## src/rtl/pm_event_agg.sv

```systemverilog
module pm_event_agg #(
  parameter int SB_N = 4,
  parameter int DW   = 16
) (
  input  logic            clk,
  input  logic            rst_n,
  input  logic            pwrbtn_evt,
  input  logic            lid_in,
  input  logic            gpi_n,
  input  logic            ext_req,
  input  logic [SB_N-1:0] sbus_evt,
  input  logic            wr_en,
  input  logic [1:0]      addr,
  input  logic [DW-1:0]   wdata,
  output logic [DW-1:0]   rdata,
  output logic            smi_o,
  output logic            sci_o,
  output logic            wake_o
);
  localparam int NSRC = 4 + SB_N;
  localparam int NSCI = 3;

  logic [NSRC-1:0] st, en, set_v, clr_v, pend;
  logic            mode, lid_pol;
  logic [1:0]      lid_sy, gpi_sy;
  logic            lid_q, gpi_q;
  logic            lid_hit, gpi_hit;

  always_ff @(posedge clk or negedge rst_n) begin
    if (!rst_n) begin
      lid_sy <= '0;
      lid_q  <= 1'b0;
      gpi_sy <= '1;
      gpi_q  <= 1'b1;
    end else begin
      lid_sy <= {lid_sy[0], lid_in};
      lid_q  <= lid_sy[1];
      gpi_sy <= {gpi_sy[0], gpi_n};
      gpi_q  <= gpi_sy[1];
    end
  end

  assign lid_hit = lid_pol ? (lid_sy[1] & ~lid_q) : (~lid_sy[1] & lid_q);
  assign gpi_hit = ~gpi_sy[1] & gpi_q;

  assign set_v = {sbus_evt, ext_req, gpi_hit, lid_hit, pwrbtn_evt};
  assign clr_v = (wr_en && addr == 2'd0) ? wdata[NSRC-1:0] : '0;

  always_ff @(posedge clk or negedge rst_n) begin
    if (!rst_n) begin
      st      <= '0;
      en      <= '0;
      mode    <= 1'b0;
      lid_pol <= 1'b0;
    end else begin
      st <= (st & ~clr_v) | set_v;
      if (wr_en && addr == 2'd1) en <= wdata[NSRC-1:0];
      if (wr_en && addr == 2'd2) {lid_pol, mode} <= wdata[1:0];
    end
  end

  assign pend   = st & en;
  assign sci_o  = mode & (|pend[NSCI-1:0]);
  assign smi_o  = (|pend[NSRC-1:NSCI]) | (~mode & (|pend[NSCI-1:0]));
  assign wake_o = |pend;

  always_comb begin
    rdata = '0;
    case (addr)
      2'd0: rdata[NSRC+1:0] = {|st, |st[NSRC-1:4], st};
      2'd1: rdata[NSRC-1:0] = en;
      2'd2: rdata[1:0]      = {lid_pol, mode};
      default: rdata = '0;
    endcase
  end
endmodule


```

## config.mk

```make
export PLATFORM = sky130hd
export DESIGN_NAME = pm_event_agg
export DESIGN_NICKNAME = d
export VERILOG_FILES = /design/src/rtl/pm_event_agg.sv
export SDC_FILE = /design/constraint.sdc
export NUM_CORES = 1
export LEC_CHECK = 0
export BUFFER_PORTS_ARGS = -buffer_cell sky130_fd_sc_hd__buf_4
export CORE_ASPECT_RATIO = 0.9
export CORE_MARGIN = 8
export CORE_UTILIZATION = 43
export CTS_CLUSTER_DIAMETER = 80
export DETAILED_ROUTE_END_ITERATION = 6
export PLACE_DENSITY_LB_ADDON = 0.1
export SKIP_CTS_REPAIR_TIMING = 1
export SLEW_MARGIN = 20
export SYNTH_ARGS = -nofsm -noshare
export SYNTH_HDL_FRONTEND = slang
export SYNTH_SLANG_ARGS = --single-unit
```

## constraint.sdc

```tcl
create_clock -name clk -period 0.9 [get_ports clk]
set_input_delay 0.09 -clock clk [delete_from_list [all_inputs] [get_ports clk]]
set_output_delay 0.09 -clock clk [all_outputs]
set_load 0.005 [all_outputs]
```

Word-level counts from Yosys, hierarchy flattened
Cells that the tools add are included.

word-level totals
  bits in read-only memories = 0
  RAM bits = 0
  memories = 0
  logic and storage cells = 38
  bits in latches = 0
  register bits after elaboration = 24
  bits of input ports = 29
  output and inout port bits = 19

operators by class
  multipliers = 0
  divide/modulo/power cells = 0
  bitwise logic cells = 14
  reduce and logical (&&, ||, !) cells = 9
  shift-type cells = 0
  multiplexer cells = 5
  $add $sub $neg = 0
  equal/unequal tests = 2
  order comparisons = 0

operators by type and width
  kind                number
  $and 8x8->8         2
  $reduce_or 8->1     2
  $pmux 6 s2          1
  $mux 8              1
  $not 8->8           1
  $or 8x8->8          1
  $pmux 2 s3          1
  $and 1x1->1         5
  $reduce_or 5->1     1
  $not 1->1           4
  $reduce_or 4->1     1
  $logic_and 1x1->1   3
  $reduce_or 3->1     1
  $eq 2x1->1 const B  1
  $eq 2x2->1 const B  1
  $logic_not 2->1     1
  $mux 2              1
  $mux 1              1
  $or 1x1->1          1

Logic depth before layout (Yosys ltp)
  word-level depth = 6
  gate-level depth with buffers = 4
  depth with buffers taken out = 2

Worst setup path before layout
No wires, ideal clock.

  path kind = register to output
  start = reg st[2]
  end = out smi_o
  stages on the path, launching flop included = 3
  buffers on the path = 0
  arrival time = 945 ps
  setup slack = -135 ps
  data required time = 810 ps
  path through = dfrtp_1 a222oi_1 o211ai_1

between the ends
  word-level cells in the longest chain between the ends = 4

RTL lines
  element                   RTL line  RTL
  start: declaration        23        logic [NSRC-1:0] st, en, set_v, clr_v, pend;
  start signal: assignment  56        st <= (st & ~clr_v) | set_v;
  $and 8x8->8               62        assign pend = st & en;
  $reduce_or 3->1           64        assign smi_o = (|pend[NSRC-1:NSCI]) | (~mode & (|pend[NSCI-1:0]));
  $and 1x1->1               64
  $or 1x1->1                64
  end: declaration          16        output logic smi_o,

No other way between the ends.

Worst setup path in the final report
Ends and elaborated chain as after synthesis.

==> reports/metrics.cfg <==
[global_routing]
grt_pass1_vias=1017
antenna_found_initial=0
grt_overflow_total=0
grt_max_degree=25
grt_usage_pct=12.2
grt_first_pass_wirelength_um=4640

[worst_setup_path]
criticalPathCategory=reg2out
r2r_start=st[1]
worstPathRequired_ns=0.81
setup.worst_path.start=st[2]
cp_slowest_cell=dfrtp_1
path_cells=a222oi_1, buf_4, o211ai_1, buf_4
crit_fanout=3
slowest_delay_ns=0.41
start_kind=register
crit_top_cell=buf_4
critPathArrivalTime_ns=1.51
cp-end-kind=output pin

[clocking]
htree_levels=1
cts_tree=done
clock_sinks=24
clk_path_buf_depth=2
insertion_delay_ns=0.31
clkTransAtPathRegs_ns=0.12
root_buffer=clkbuf_4
cts_buffers=3

[synthesis]
netlist_top_cells_area=dfrtp_1 44%, mux2_2 9.4%, mux2i_1 6.7%
yosys.cell_types.count=27
syn_area_mm2=0.00120
yosysWarnings=0
synth_area_per_cell_um2=12.7
synth-seq-area-share_pct=50.2
syn_inst=95
ys_ff_latch=24
synth_top_cell_by_area=dfrtp_1
yosysTopAreaCellShare_pct=43.7

[die]
die_h_um=66.2
initial_core_util_pct=44.5
io_pins=48
die_w_um=71.8
core_mm2=0.00270
std_cell_rows=18
dieArea_mm2=0.00475

[drt]
avgRoutedWirePerCell_um=15.5
remaining_drc_errors=0
drt_iter0_drc=33
final_antenna_net_count=0
vias_per_cell=5.21
wl_um=3080
dr.pass1.iters=4
num_vias=1036

[sta]
hold_ws_ns=0.0149
maxSlewViolCount=0
finalSetupTns_ns=-6.73
fmax_ghz=0.624
grt_setup_unrepaired=yes
fin_crit_ns=1.60
fin_ws_ns=-0.702
hold_violations=0
skew_ns=0.000552
finalSetupViolCount=17
period_share_pct=178

[final_layout]
drive_above_1_share_pct=47.9
diodes=0
fin_nets=199
fin_util_pct=71.1
area_growth_pct=59.7
fill_cells=201
stdcell_area_mm2=0.00192
final_cells=199

[place]
placed_area_mm2=0.00162
dp_slack_ns=-0.313
port_buffers=33
gp_congestion=0.801
dp.cells=176
hpwlAfterDp_um=2290

[power]
p_leak_nw=0.917
power_mw=2.76
ir_drop_mv=1.14
power_density_mw_per_mm2=1440

[worst_hold_path]
min_path_type=in2reg
holdCritStartpoint=wdata[6]

[run]
cap_violations=0

[status]
violations=negative setup slack
status=finished with violations

flip-flops by register name (all words and copies together), names as in the netlist:
signal,flops
en,8
gpi_q,1
gpi_sy,2
lid_pol,1
lid_q,1
lid_sy,2
mode,1
st,8
path summary, 6_finish.rpt:
path / slack, ns / depth (start not counted) / to
max: -0.70 / 4 / smi_o
min reg2reg: 0.37 / 0 / gpi_sy[1]
min in group asynchronous: 0.19 / 2 / st[0]
max reg2reg: -0.26 / 4 / st[1]
min: 0.01 / 2 / en[6]
max in group asynchronous: 0.43 / 2 / gpi_q
Yosys cell counts (all sizes together):
cell type	number
dfstp	3
nor4	2
nor2b	3
buf	10
o211ai	1
nor4bb	1
mux2i	8
o22ai	1
nor3b	1
o2bb2ai	2
nand3	1
clkbuf	1
a222oi	2
a22oi	1
dfrtp	21
nor2	6
a211oi	1
inv	2
nor3	1
nand4bb	7
conb	1
mux2	10
a221o	1
a21o	6
nand3b	2
power breakdown:
part           switching [mW]  internal, mW
Combinational           0.302         0.603
Clock                   0.312         0.247
Sequential             0.0963          1.20
Total                   0.710          2.05
layout make-up:
| class | instances | area (um2) | share of cell area (%) |
|---|---|---|---|
| timing repair buffer | 76 | 671 | 34.9 |
| sequential | 24 | 604 | 31.4 |
| multi-input combinational | 63 | 566 | 29.4 |
| tap | 30 | 37.5 | 1.95 |
| clock buffer | 4 | 36.3 | 1.89 |
| inverter | 2 | 7.51 | 0.391 |
per-layer routing:
| layer | global-route usage [%] | up-vias | routed length [um] |
|---|---|---|---|
| met1 | 14.3 | 509 | 1350 |
| met2 | 20.6 | 33 | 1490 |
| li1 | - | 492 | - |
| met4 | 3.31 | 0 | 18 |
| met3 | 4.39 | 2 | 224 |
| met5 | 0 | - | 0 |
layout by cell type, fill, tap and decap left out, drive strengths merged, types with 4 or more instances in the layout:
cell type	count
dfrtp	21
clkbuf	4
nand4bb	7
conb	6
mux2	10
nor2	6
buf	62
dlygate4sd3	14
a21o	6
mux2i	8
kinds of logic after synthesis:
logic type / share of synthesized area, %
simple gates: 15.6
flops: 50.2
buf+inv: 7.80
other cells: 0.312
mux: 16.0
compound gates: 10.1
worst max-delay path, delay by kind of cell (launching register included):
kind	cells	cell delay, ns
compound gates	2	0.44
buf+inv	2	0.34
flops	1	0.41
Power figures use the tool's default switching activity.
